**config.mk**
```make
export PLATFORM = sky130hd
export DESIGN_NAME = clk_halt_ctrl
export DESIGN_NICKNAME = d
export VERILOG_FILES = /design/src/rtl/clk_halt_pkg.sv /design/src/rtl/clk_halt_div.sv /design/src/rtl/clk_halt_dcnt.sv /design/src/rtl/clk_halt_ctrl.sv
export SDC_FILE = /design/constraint.sdc
export NUM_CORES = 1
export LEC_CHECK = 0
export BUFFER_PORTS_ARGS = -buffer_cell sky130_fd_sc_hd__buf_4
export CORE_MARGIN = 8
export CORE_UTILIZATION = 43
export DETAILED_ROUTE_END_ITERATION = 6
export GPL_TIMING_DRIVEN = 1
export SKIP_CTS_REPAIR_TIMING = 1
export SYNTH_ARGS = -nofsm -noshare
export SYNTH_HDL_FRONTEND = slang
export SYNTH_SLANG_ARGS = --single-unit
```
**constraint.sdc**
```tcl
create_clock -name clk_i -period 6.2 [get_ports clk_i]
set_clock_uncertainty 0.2 [all_clocks]
set_input_delay 1.24 -clock clk_i [delete_from_list [all_inputs] [get_ports clk_i]]
set_output_delay 1.24 -clock clk_i [all_outputs]
set_load 0.02 [all_outputs]
```
**src/rtl/clk_halt_pkg.sv**
```systemverilog
package clk_halt_pkg;
    typedef enum logic [1:0] {
        ST_RUN          = 2'd0,
        ST_STOP_OFF     = 2'd1,
        ST_STOP_SETTLE  = 2'd2,
        ST_WAIT         = 2'd3
    } halt_state_e;
endpackage

```
**src/rtl/clk_halt_div.sv**
```systemverilog
module clk_halt_div #(
    parameter int DIV = 16
) (
    input  logic clk_i,
    input  logic rst_ni,
    input  logic clr_i,
    input  logic en_i,
    output logic tick_o
);
    localparam int W = (DIV > 1) ? $clog2(DIV) : 1;
    localparam logic [W-1:0] LAST = W'(DIV - 1);

    logic [W-1:0] cnt_q;

    always_ff @(posedge clk_i or negedge rst_ni) begin
        if (!rst_ni) begin
            cnt_q <= '0;
        end else if (clr_i) begin
            cnt_q <= '0;
        end else if (en_i) begin
            cnt_q <= (cnt_q == LAST) ? '0 : cnt_q + 1'b1;
        end
    end

    assign tick_o = en_i && (cnt_q == LAST);

    AST_DIV_CLEARED: assert property (@(posedge clk_i) disable iff (!rst_ni)
        clr_i |=> (cnt_q == '0));
endmodule

```
**src/rtl/clk_halt_dcnt.sv**
```systemverilog
module clk_halt_dcnt #(
    parameter int W      = 8,
    parameter int PRESET = 1
) (
    input  logic         clk_i,
    input  logic         rst_ni,
    input  logic         preset_i,
    input  logic         wr_i,
    input  logic [W-1:0] wr_data_i,
    input  logic         tick_i,
    output logic         uf_o,
    output logic [W-1:0] cnt_o
);
    localparam logic [W-1:0] INIT = W'(PRESET);

    logic [W-1:0] cnt_q;
    logic [W-1:0] rld_q;

    always_ff @(posedge clk_i or negedge rst_ni) begin
        if (!rst_ni) begin
            cnt_q <= INIT;
            rld_q <= INIT;
        end else if (preset_i) begin
            cnt_q <= INIT;
            rld_q <= INIT;
        end else if (wr_i) begin
            cnt_q <= wr_data_i;
            rld_q <= wr_data_i;
        end else if (tick_i) begin
            cnt_q <= (cnt_q == '0) ? rld_q : cnt_q - 1'b1;
        end
    end

    assign uf_o  = tick_i && (cnt_q == '0);
    assign cnt_o = cnt_q;

    AST_RELOAD_ON_UF: assert property (@(posedge clk_i) disable iff (!rst_ni)
        (uf_o && !preset_i && !wr_i) |=> (cnt_q == $past(rld_q)));
endmodule

```
**src/rtl/clk_halt_ctrl.sv**
```systemverilog
module clk_halt_ctrl
    import clk_halt_pkg::*;
#(
    parameter int PRE_W   = 8,
    parameter int TMR_W   = 8,
    parameter int OSC_DIV = 16
) (
    input  logic             clk_i,
    input  logic             rst_ni,
    input  logic             stop_req_i,
    input  logic             wait_req_i,
    input  logic             irq_i,
    input  logic             irq_en_i,
    input  logic             stab_keep_i,
    input  logic             ring_active_i,
    input  logic             pre_wr_i,
    input  logic [PRE_W-1:0] pre_wr_data_i,
    input  logic             tmr_wr_i,
    input  logic [TMR_W-1:0] tmr_wr_data_i,
    output logic             cpu_clk_o,
    output logic             cpu_clk_en_o,
    output logic             osc_en_o,
    output logic             tmr_uf_o
);
    localparam int PRE_PRESET = (1 << PRE_W) - 1;
    localparam int TMR_PRESET = 1;

    halt_state_e state_q, state_d;
    logic        armed_q;
    logic        uf_q;

    logic stop_go, wait_go, wake;
    logic settling, div_tick, pre_uf, tmr_uf, preset_now;
    logic [PRE_W-1:0] pre_cnt;
    logic [TMR_W-1:0] tmr_cnt;

    assign stop_go    = (state_q == ST_RUN) && stop_req_i && !ring_active_i;
    assign wait_go    = (state_q == ST_RUN) && wait_req_i && !stop_go;
    assign wake       = irq_i && armed_q;
    assign settling   = (state_q == ST_STOP_SETTLE);
    assign preset_now = stop_go && !stab_keep_i;

    clk_halt_div #(.DIV(OSC_DIV)) div_i (
        .clk_i  (clk_i),
        .rst_ni (rst_ni),
        .clr_i  (stop_go),
        .en_i   (settling),
        .tick_o (div_tick)
    );

    clk_halt_dcnt #(.W(PRE_W), .PRESET(PRE_PRESET)) pre_i (
        .clk_i     (clk_i),
        .rst_ni    (rst_ni),
        .preset_i  (preset_now),
        .wr_i      (pre_wr_i),
        .wr_data_i (pre_wr_data_i),
        .tick_i    (div_tick),
        .uf_o      (pre_uf),
        .cnt_o     (pre_cnt)
    );

    clk_halt_dcnt #(.W(TMR_W), .PRESET(TMR_PRESET)) tmr_i (
        .clk_i     (clk_i),
        .rst_ni    (rst_ni),
        .preset_i  (preset_now),
        .wr_i      (tmr_wr_i),
        .wr_data_i (tmr_wr_data_i),
        .tick_i    (pre_uf),
        .uf_o      (tmr_uf),
        .cnt_o     (tmr_cnt)
    );

    // next-state logic
    always_comb begin
        state_d = state_q;
        unique case (state_q)
            ST_RUN: begin
                if (stop_go)      state_d = ST_STOP_OFF;
                else if (wait_go) state_d = ST_WAIT;
            end
            ST_STOP_OFF:    if (wake)   state_d = ST_STOP_SETTLE;
            ST_STOP_SETTLE: if (tmr_uf) state_d = ST_RUN;
            ST_WAIT:        if (wake)   state_d = ST_RUN;
            default:                    state_d = ST_RUN;
        endcase
    end

    // state register; all changes follow a rising raw edge, while clk_i is high
    always_ff @(posedge clk_i or negedge rst_ni) begin
        if (!rst_ni) begin
            state_q <= ST_RUN;
            armed_q <= 1'b0;
            uf_q    <= 1'b0;
        end else begin
            state_q <= state_d;
            uf_q    <= settling && tmr_uf;
            if (stop_go || wait_go) armed_q <= irq_en_i;
        end
    end

    // outputs
    always_comb begin
        cpu_clk_en_o = 1'b0;
        osc_en_o     = 1'b1;
        unique case (state_q)
            ST_RUN:         cpu_clk_en_o = 1'b1;
            ST_STOP_OFF:    osc_en_o     = 1'b0;
            ST_STOP_SETTLE: osc_en_o     = 1'b1;
            ST_WAIT:        osc_en_o     = 1'b1;
            default:        cpu_clk_en_o = 1'b1;
        endcase
    end

    assign tmr_uf_o  = uf_q;
    assign cpu_clk_o = clk_i | ~cpu_clk_en_o;

    AST_STOP_GATES: assert property (@(posedge clk_i) disable iff (!rst_ni)
        stop_go |=> (!cpu_clk_en_o && !osc_en_o));
    AST_PRESET_LOAD: assert property (@(posedge clk_i) disable iff (!rst_ni)
        preset_now |=> (tmr_cnt == TMR_W'(TMR_PRESET) && pre_cnt == PRE_W'(PRE_PRESET)));
    AST_HOLD_UNTIL_UF: assert property (@(posedge clk_i) disable iff (!rst_ni)
        (settling && !tmr_uf) |=> (!cpu_clk_en_o && osc_en_o));
    AST_RING_BLOCK: assert property (@(posedge clk_i) disable iff (!rst_ni)
        ((state_q == ST_RUN) && stop_req_i && ring_active_i) |=> osc_en_o);
    AST_WAIT_RESUME: assert property (@(posedge clk_i) disable iff (!rst_ni)
        ((state_q == ST_WAIT) && irq_i && armed_q) |=> cpu_clk_en_o);
    AST_MASKED_HOLD: assert property (@(posedge clk_i) disable iff (!rst_ni)
        ((state_q == ST_STOP_OFF) && !armed_q) |=> !osc_en_o);
endmodule

```
==> Word level (Yosys, flattened, before mapping) <==
Cells that the tools add are included.
{ "op_classes": {"bitwise": 2, "add_sub_neg": 3, "n_eq_ne": 8, "n_reduce_logical": 23, "muxes": 23} }
{ "ops": {"columns": ["cell", "count"], "rows": [
  ["2-to-1 mux 8 bit", 12],
  ["logical NOT 8 bit", 2],
  ["subtractor 8 x 1 -> 8 bit (second input constant)", 2],
  ["2-to-1 mux 4 bit", 3],
  ["logical AND 1 bit", 10],
  ["2-to-1 mux 2 bit", 5],
  ["one-hot mux 2 bit (4 select lines)", 1],
  ["!= test 2 bit (second input constant)", 3],
  ["nonzero test 2 bit", 3],
  ["nonzero test 3 bit", 2],
  ["adder 4 x 1 -> 4 bit (second input constant)", 1],
  ["equality test 2 bit (second input constant)", 2],
  ["equality test 4 bit (second input constant)", 1],
  ["AND reduction 4 bit", 1],
  ["logical NOT 1 bit", 3],
  ["!= test 3 bit (second input constant)", 1],
  ["equality test 2 x 1 -> 1 bit (second input constant)", 1],
  ["logical NOT 2 bit", 1],
  ["2-to-1 mux 1 bit", 2],
  ["logical OR 1 bit", 1],
  ["NOT 1 bit", 1],
  ["bitwise OR 1 bit", 1]
]} }
{ "word_totals": {"elab_cells": 67, "output_inout_bits": 4, "in_bits": 26, "ff_bits": 40} }

==> Logic depth before layout (Yosys ltp) <==
Gate-level depths: netlist of the first run.
{ "logic_depth": {"word_depth": 8, "mapped_depth": 8, "depth_no_buf": 6} }

==> By module <==
From an unflattened synthesis of the first run, not the netlist that was laid out.
{ "hier_totals": {"hier_cells": 255, "hier_area_um2": 2406.1} }
{ "modules_own_cells": {"columns": ["mod", "area_each_um2", "cells_each", "instances"], "rows": [
  ["clk_halt_dcnt at tmr_i", 980.9, 108, 1],
  ["clk_halt_dcnt at pre_i", 960.9, 100, 1],
  ["clk_halt_ctrl", 259.0, 25, 1],
  ["clk_halt_div", 205.2, 22, 1]
]} }

==> impl_metrics.ini, run 1 <==
[floorplan]
start_util_pct = 44.0
die_h_um = 90.9
die_area_mm2 = 0.00826
core_mm2 = 0.00547
ios = 30
rows = 27
die_w_um = 90.9

[global_route]
grt_max_degree = 41
grt_use_total_pct = 15.8
grt_overflow = 0
grt_pass1_wl_um = 10600
antenna_found_initial = 0
grt_pass1_vias = 2211

[worst_setup_path]
cp.required_ns = 4.76
cp-end-kind = primary output
path_common_cell = clkbuf_8
crit_path_start_kind = clock port
critPathKind = clock port to primary output
r2r-start = pre_i.cnt_o[0]$_DFFE_PN1P_
path_max_fanout = 2
cpPeakStageDelay_ns = 0.30
cp_data_arrival_time_ns = 3.78
worstSetupStartpoint = clk_i
cp_slowest_cell = or3_1
crit_chain = clkbuf_8 > clkbuf_8 > or3_1 > buf_4

[layout]
final_common_cell = buf_4
multiInputGateArea_mm2 = 0.00128
insertedDiodeCount = 0
seq_area_mm2 = 0.00102
syn2layout_area_growth_pct = 16.4
nets = 311
final_cell_mix = 30 x buf_4, 22 x o21ai_0, 22 x dfrtp_1, 20 x nand2_1, 19 x nor2_1
final_cell_count_no_fill = 353
fillers = 550
drive_gt1_share_pct = 24.9

[timing]
slew_headroom_pct = 39.8
whs_ns = 0.280
finalHoldViolations = 0
worstMarginPinSlew_ns = 0.896
tns_ns = 0
finalSetupViolCount = 0
finalMaxSlewViolations = 0
rsz0062_at_grt = no

[drt]
wl_per_cell_um = 17.3
ant_nets = 0
dr.pass1.iters = 5
drtIter0Drc = 129
wl_met3_um = 297
met1_length_um = 3030
vias = 2057
drt-total-wl_um = 6120
routed.top_layer = met4
wl_met2_um = 2690
drc = 0
via_per_inst = 5.83

[power_and_ir_drop]
p_leak_nw = 1.14
vdd_drop_max_mv = 0.196
power_density_mw_per_mm2 = 323

[logic_synthesis]
async_flop_share_pct = 100
synth_flop_cell = dfrtp_1
synth_edf_count = 0
syn_inst = 254
syn-num-nets = 285
syn_area_per_cell_um2 = 9.49
syn_area_mm2 = 0.00241
ys_seq_area_share_pct = 42.5
synth_seq_cells = 40
yosysWarnings = 0
synth_cell_types = 56

[placed_design]
hpwl_um = 4100
dpl.cell_count = 342
io_buffers = 29
gp_congestion = 0.841

[outcome]
status = finished clean

[clock_tree]
clk_pin_slew_ns = 0.08
tritoncts = built
clk-insertion-delay-late_ns = 0.40

[worst_hold_path]
min_path_type = flip-flop to flip-flop
hp-start = pre_i.rld_q[0]$_DFFE_PN1P_

[run]
timing.max_cap.violations = 0
==> cell usage after synthesis, types with 2 or more instances <==
library cell	instances	area share, %
o22ai_1	2	0.52
a22o_1	3	1.1
o31ai_1	3	0.93
mux2_2	3	1.4
nor2b_1	10	2.6
nor3b_1	3	0.93
nor2_1	19	3.0
dfstp_2	18	20
a41oi_1	2	0.73
a221oi_1	2	0.73
o21ai_0	22	4.6
a31oi_1	3	0.78
o311ai_0	6	2.2
nand3_1	7	1.5
a21oi_1	13	2.7
dfrtp_1	22	23
nand2b_1	6	1.6
xnor2_1	3	1.1
mux2i_1	7	2.9
or3_1	3	0.78
nand4_1	3	0.78
ha_1	5	2.6
o21bai_1	2	0.62
o211ai_1	5	1.6
nor3_1	3	0.62
a31o_2	2	0.73
nand2_1	20	3.1
a32oi_1	6	2.2
or4_1	2	0.62
inv_1	10	1.6
clkbuf_1	10	1.6
buf_6	3	1.4
a211o_1	2	0.73
a41o_1	2	0.83
==> worst max-delay path: cells and delay by family <==
family | cells | cell delay, ns
and+or+nand+nor | 1 | 0.30
buffers and inverters | 3 | 0.39
==> report_power, final <==
part           internal [W]  total [W]  switching [W]
combinational      0.000108   0.000229       0.000121
clock              0.000165   0.000274       0.000109
sequential         0.000327   0.000402      0.0000742
total              0.000601   0.000905       0.000305
==> metrics by stage <==
| step | cell area [um^2] | setup slack (ns) | util, % | total power (W) |
|---|---|---|---|---|
| floorplan | 2410 | 1.26 | - | 0.000564 |
| detailed placement | 2660 | 1.21 | 48.5 | 0.000645 |
| global route | 2810 | 0.963 | 51.3 | 0.000969 |
| CTS | 2810 | 0.962 | 51.3 | 0.000916 |
| global placement | 2660 | 1.21 | 48.5 | 0.000640 |
| finish | 2810 | 0.976 | 51.3 | 0.000905 |
==> logic make-up (layout without fill, tap and decap cells) <==
kind of cell / after synthesis / after routing / share of synthesized area [%]
adder cells (fa/ha/maj): 5 / 5 / 2.60
XOR/XNOR: 3 / 3 / 1.09
flip-flops: 40 / 40 / 42.5
buffers and inverters: 24 / 51 / 4.67
multiplexers: 10 / 10 / 4.31
AND/OR/NAND/NOR: 88 / 88 / 20.3
AO/OA/AOI/OAI: 84 / 84 / 24.6
==> metal layers <==
layer / global-route usage, % / vias to the layer above
met5: 0 / -
met4: 9.96 / 0
met3: 4.07 / 8
met2: 22.6 / 46
met1: 20.7 / 983
li1: - / 1020
==> final timing paths <==
path | endpoint | slack (ns) | cells past startpoint
min reg2reg | pre_i.rld_q[0]$_DFFE_PN1P_ | 0.28 | 2
max | cpu_clk_o | 0.98 | 4
min | pre_i.rld_q[0]$_DFFE_PN1P_ | 0.28 | 2
min in group asynchronous | armed_q$_DFFE_PN0P_ | 0.61 | 1
max reg2reg | tmr_i.cnt_o[3]$_DFFE_PN0P_ | 3.52 | 6
max in group asynchronous | pre_i.rld_q[2]$_DFFE_PN1P_ | 4.82 | 1
==> cell type report <==
cell class	instances	area share (%)
Tap cell	72	3.21
Sequential cell	40	36.5
Clock inverter	2	1.25
Clock buffer	10	4.33
Inverter	10	1.34
Timing Repair Buffer	29	7.76
Multi-Input combinational cell	190	45.6
==> sequential cells by signal, indices dropped and copies added (netlist names) <==
register and count:
pre_i.rld_q 8, div_i.cnt_q 4, tmr_i.cnt_o 8, state_q 2, pre_i.cnt_o 8, tmr_uf_o 1
tmr_i.rld_q 8, armed_q 1
Power figures use the tool's default switching activity.
==> run 2: changes to the inputs <==
- clock period: 6.2 -> 4.2 ns (I/O delays scaled with it)
==> impl_metrics.ini, run 2 (synthesis results as in run 1) <==
[timing]
tns_ns = 0
finalHoldViolations = 0
finalMaxSlewViolations = 0
worstMarginPinSlew_ns = 0.783
finalSetupViolCount = 0
timing.final.ws_setup_ns = 0.375
slew_headroom_pct = 47.7
rsz0062_at_grt = no

[placed_design]
hpwl_um = 4070
io_buffers = 29
dpl.cell_count = 343
place_ws_ns = 0.611
post_dp_cell_area_mm2 = 0.00266
gp_congestion = 0.787

[global_route]
grt_util_met3_pct = 4.07
grt_most_used_layer = met2
grtUsageMet2_pct = 23.0
grt_max_degree = 41
grt_pass1_vias = 2133
grt_use_total_pct = 15.4
use_met1_pct = 19.7
grt_overflow = 0
grt_pass1_wl_um = 10400
antenna_found_initial = 0

[drt]
drc = 0
dr.pass1.iters = 4
via_per_inst = 5.88
drt-total-wl_um = 6040
vias = 2080
drtIter0Drc = 67
ant_nets = 0
wl_per_cell_um = 17.1

[clock_tree]
clk_pin_slew_ns = 0.08
tritoncts = built
clk-insertion-delay-late_ns = 0.40

[floorplan]
rows = 27
die_h_um = 90.9
start_util_pct = 44.0
core_mm2 = 0.00547
ios = 30
die_w_um = 90.9
die_area_mm2 = 0.00826

[worst_hold_path]
min_path_type = primary input to async pin

[worst_setup_path]
critPathKind = clock port to primary output
r2r-start = pre_i.cnt_o[0]$_DFFE_PN1P_
cp.required_ns = 3.16
path_common_cell = clkbuf_8
rr_endpoint = tmr_i.cnt_o[3]$_DFFE_PN0P_
cp-end-kind = primary output
cp.depth = 4
cp_slowest_cell = or3_1
cp_data_arrival_time_ns = 2.79
crit_buf_inv = 3
worstSetupStartpoint = clk_i
reg2reg_depth = 6
path_max_fanout = 2
crit_end = cpu_clk_o
crit_chain = clkbuf_8 > clkbuf_8 > or3_1 > buf_4
crit_path_start_kind = clock port
rrSetupSlack_ns = 1.67
cpPeakStageDelay_ns = 0.30
cp_top_family = buffers and inverters

[layout]
final_cell_mix = 31 x buf_4, 22 x o21ai_0, 22 x dfrtp_1, 20 x nand2_1, 19 x nor2_1
syn2layout_area_growth_pct = 16.0
final_cell_area_mm2 = 0.00280
final_common_cell = buf_4
insertedDiodeCount = 0
drive_gt1_share_pct = 24.8
nets = 312
final_cell_count_no_fill = 354

[power_and_ir_drop]
combPwrFrac_pct = 26.3
vdd_drop_max_mv = 0.358
p_sw_share_pct = 34.5
power_density_mw_per_mm2 = 461
power_frac_seq_pct = 46.0
p_clk_share_pct = 27.7
p_leak_nw = 1.14
switchingPower_w = 0.000445
p_int_w = 0.000845

[outcome]
status = finished clean

[run]
timing.max_cap.violations = 0
==> run 2: worst register-to-register path, cell delays in order, from the launching register on <==
cell and delay (ns):
dfstp_2 0.41, inv_1 0.08, ha_1 0.21, nor3b_1 0.54, nand4_1 0.43, nand3_1 0.31
o2bb2a_1 0.25
==> run 2: final cells by class <==
cell class | count | area [um^2]
Clock buffer | 12 | 139
Fill cell | 550 | 2680
Inverter | 10 | 37.5
Multi-Input combinational cell | 190 | 1280
Sequential cell | 40 | 1020
Tap cell | 72 | 90.1
Timing Repair Buffer | 30 | 225
==> run 2: per-stage QoR <==
step | hold slack [ns] | power [W] | util (%)
floorplan | 0.248 | 0.000832 | -
CTS | 0.224 | 0.00131 | 51.1
finish | 0.210 | 0.00129 | 51.1
detailed placement | 0.278 | 0.000953 | 48.7
global route | 0.245 | 0.00138 | 51.1
global placement | 0.266 | 0.000948 | 48.7
==> run 2: worst min path at each step <==
| stage | from | end | slack (ns) | cells past startpoint |
|---|---|---|---|---|
| after floorplan | pre_i.rld_q[0]$_DFFE_PN1P_ | pre_i.rld_q[0]$_DFFE_PN1P_ | 0.25 | 2 |
| after global placement | pre_i.rld_q[0]$_DFFE_PN1P_ | pre_i.rld_q[0]$_DFFE_PN1P_ | 0.27 | 2 |
| after detailed placement | pre_i.rld_q[0]$_DFFE_PN1P_ | pre_i.rld_q[0]$_DFFE_PN1P_ | 0.28 | 2 |
| after CTS | rst_ni | div_i.cnt_q[1]$_DFFE_PN0P_ | 0.22 | 1 |
| after global routing | rst_ni | tmr_i.rld_q[3]$_DFFE_PN0P_ | 0.25 | 1 |
| final | rst_ni | armed_q$_DFFE_PN0P_ | 0.21 | 1 |
==> run 2: power groups by stage <==
stage | Combinational, W | Sequential, W | Clock, W
final | 0.000340 | 0.000593 | 0.000357
after global placement | 0.000339 | 0.000596 | 0.0000142
after global routing | 0.000384 | 0.000610 | 0.000387
after floorplan | 0.000279 | 0.000545 | 0.00000852
after CTS | 0.000343 | 0.000591 | 0.000370
after detailed placement | 0.000341 | 0.000598 | 0.0000142
==> run 2: layer usage <==
layer  wire length, um  up-vias
met1              3010     1005
met2              2630       47
met4               123        0
met3               275        9
li1                  -     1019
met5                 0        -
==> run 3: changes to the inputs <==
- ABC_AREA: not set -> 1
- clock period: 4.2 -> 4.3 ns (I/O delays scaled with it)
==> impl_metrics.ini, run 3 <==
[outcome]
status = finished clean

[logic_synthesis]
synth_seq_cells = 40
synth_edf_count = 0
syn_area_mm2 = 0.00241
netlist.area_leader.share_pct = 22.8
syn_area_per_cell_um2 = 7.52
yosysWarnings = 0
ys_top_cells_by_area = dfrtp_1 23%, dfstp_2 20%, nand2_1 13%
async_flop_share_pct = 100
synth_cell_types = 31
synth_flop_cell = dfrtp_1
ys_seq_area_share_pct = 42.4
yosys.cell_count.top_type = nand2_1
syn-num-nets = 352
syn_inst = 321
yosysTopAreaCell = dfrtp_1
synth_commonest_cells = 82 x nand2_1, 41 x inv_1, 38 x nand3_1

[worst_setup_path]
worstSetupStartpoint = clk_i
crit_path_start_kind = clock port
r2r-start = tmr_i.cnt_o[1]$_DFFE_PN0P_
rrSetupSlack_ns = 2.17
rr_endpoint = state_q[1]$_DFFE_PN0P_
reg2reg_depth = 9
cp.required_ns = 3.24
critPathKind = clock port to primary output
path_max_fanout = 12
cp_data_arrival_time_ns = 2.71
cp-end-kind = primary output

[layout]
final_cell_area_mm2 = 0.00279
nets = 382
final_cell_mix = 82 x nand2_1, 41 x inv_1, 38 x nand3_1, 29 x nor2_1, 29 x buf_4
final_common_cell = nand2_1
syn2layout_area_growth_pct = 15.7
fillers = 550
drive_gt1_share_pct = 21.0
insertedDiodeCount = 0

[timing]
slew_headroom_pct = 51.6
finalSetupViolCount = 0
worstMarginPinSlew_ns = 0.723
rsz0062_at_grt = no
finalMaxSlewViolations = 0
tns_ns = 0
finalHoldViolations = 0

[global_route]
grt_pass1_wl_um = 9740
grt_overflow = 0
grt_use_total_pct = 14.2
antenna_found_initial = 0
grt_pass1_vias = 2014
grt_max_degree = 41

[worst_hold_path]
min_path_cells = 2
hp-start = pre_i.rld_q[7]$_DFFE_PN1P_
holdPathEnd = pre_i.rld_q[7]$_DFFE_PN1P_
min_path_type = flip-flop to flip-flop

[floorplan]
start_util_pct = 44.1
core_mm2 = 0.00547
die_w_um = 90.9
rows = 27
die_area_mm2 = 0.00827
die_h_um = 90.9
ios = 30

[power_and_ir_drop]
fin_total_pwr_w = 0.00132
power_density_mw_per_mm2 = 473
vdd_drop_max_mv = 0.309
p_leak_nw = 1.46

[clock_tree]
h-tree-depth = 2
clockBufferDepth = 2
tritoncts = built
clk-insertion-delay-late_ns = 0.29
cts-root-buf = clkbuf_8
cts_buffers = 5
clk_pin_slew_ns = 0.08

[drt]
drtIter0Drc = 89
ant_nets = 0
drt-total-wl_um = 5640
via_per_inst = 4.96
wl_per_cell_um = 13.3
vias = 2103
drc = 0
dr.pass1.iters = 4

[placed_design]
gp_congestion = 0.849
io_buffers = 29
post_dp_cell_area_mm2 = 0.00269
hpwl_um = 4170

[run]
timing.max_cap.violations = 0
[run 3: cell types whose count changed after synthesis, sizes merged, moves of 10 or more]
cell	delta
nand3	+31
a21oi	+13
nand2	+65
nor2	+14
inv	+36
nor2b	-10
[run 3: layout make-up]
cell class / instances / area [um^2] / share of cell area (%)
Multi-Input combinational cell: 229 / 1180 / 42.3
Timing Repair Buffer: 28 / 210 / 7.53
Tap cell: 72 / 90.1 / 3.23
Clock buffer: 8 / 105 / 3.77
Sequential cell: 40 / 1020 / 36.7
Clock inverter: 2 / 8.76 / 0.314
Inverter: 45 / 174 / 6.23
[run 3: critical path, cell delays in order]
cell	delay, ns
clkbuf_8	0.13
clkbuf_8	0.16
inv_1	0.05
nand2_1	0.05
buf_4	0.16
[run 3: worst max path at each step]
stage	end	slack (ns)	cells after the start
floorplan	cpu_clk_o	0.93	2
global route	cpu_clk_o	0.52	5
detailed placement	cpu_clk_o	0.87	3
finish	cpu_clk_o	0.53	5
global placement	cpu_clk_o	0.86	3
CTS	cpu_clk_o	0.53	5
[run 3: layer usage]
layer  up-vias  track usage [%]  wire [um]  part of all wire (%)
met4         0             4.09         69                   1.2
li1       1090                -          -                     -
met5         -                0          0                     0
met2        44             20.9       2370                    42
met3         5             3.82        304                   5.4
met1       964             19.8       2890                    51
[run 3: kinds of logic (layout without fill, tap and decap cells)]
| kind of cell | after synthesis | after routing | synth area share [%] |
|---|---|---|---|
| AO/OA/AOI/OAI | 58 | 58 | 14.0 |
| AND/OR/NAND/NOR | 161 | 161 | 30.4 |
| adder cells (fa/ha/maj) | 5 | 5 | 2.59 |
| XOR/XNOR | 5 | 5 | 1.81 |
| buffers and inverters | 52 | 83 | 8.71 |
| flip-flops | 40 | 40 | 42.4 |
[run 3: power by group]
part	total, W	switching [W]	internal (W)
Sequential	0.000576	0.0000839	0.000492
Clock	0.000306	0.000147	0.000159
Combinational	0.000440	0.000271	0.000169
Total	0.00132	0.000502	0.000819
[run 3: through the flow]
stage | utilization [%] | hold slack [ns] | std cells | worst slack (ns)
detailed placement | 49.1 | 0.265 | 416 | 0.865
global placement | 49.1 | 0.258 | 416 | 0.864
floorplan | - | 0.245 | 321 | 0.931
finish | 51.0 | 0.273 | 424 | 0.534
global route | 51.0 | 0.291 | 424 | 0.517
CTS | 51.0 | 0.278 | 424 | 0.525
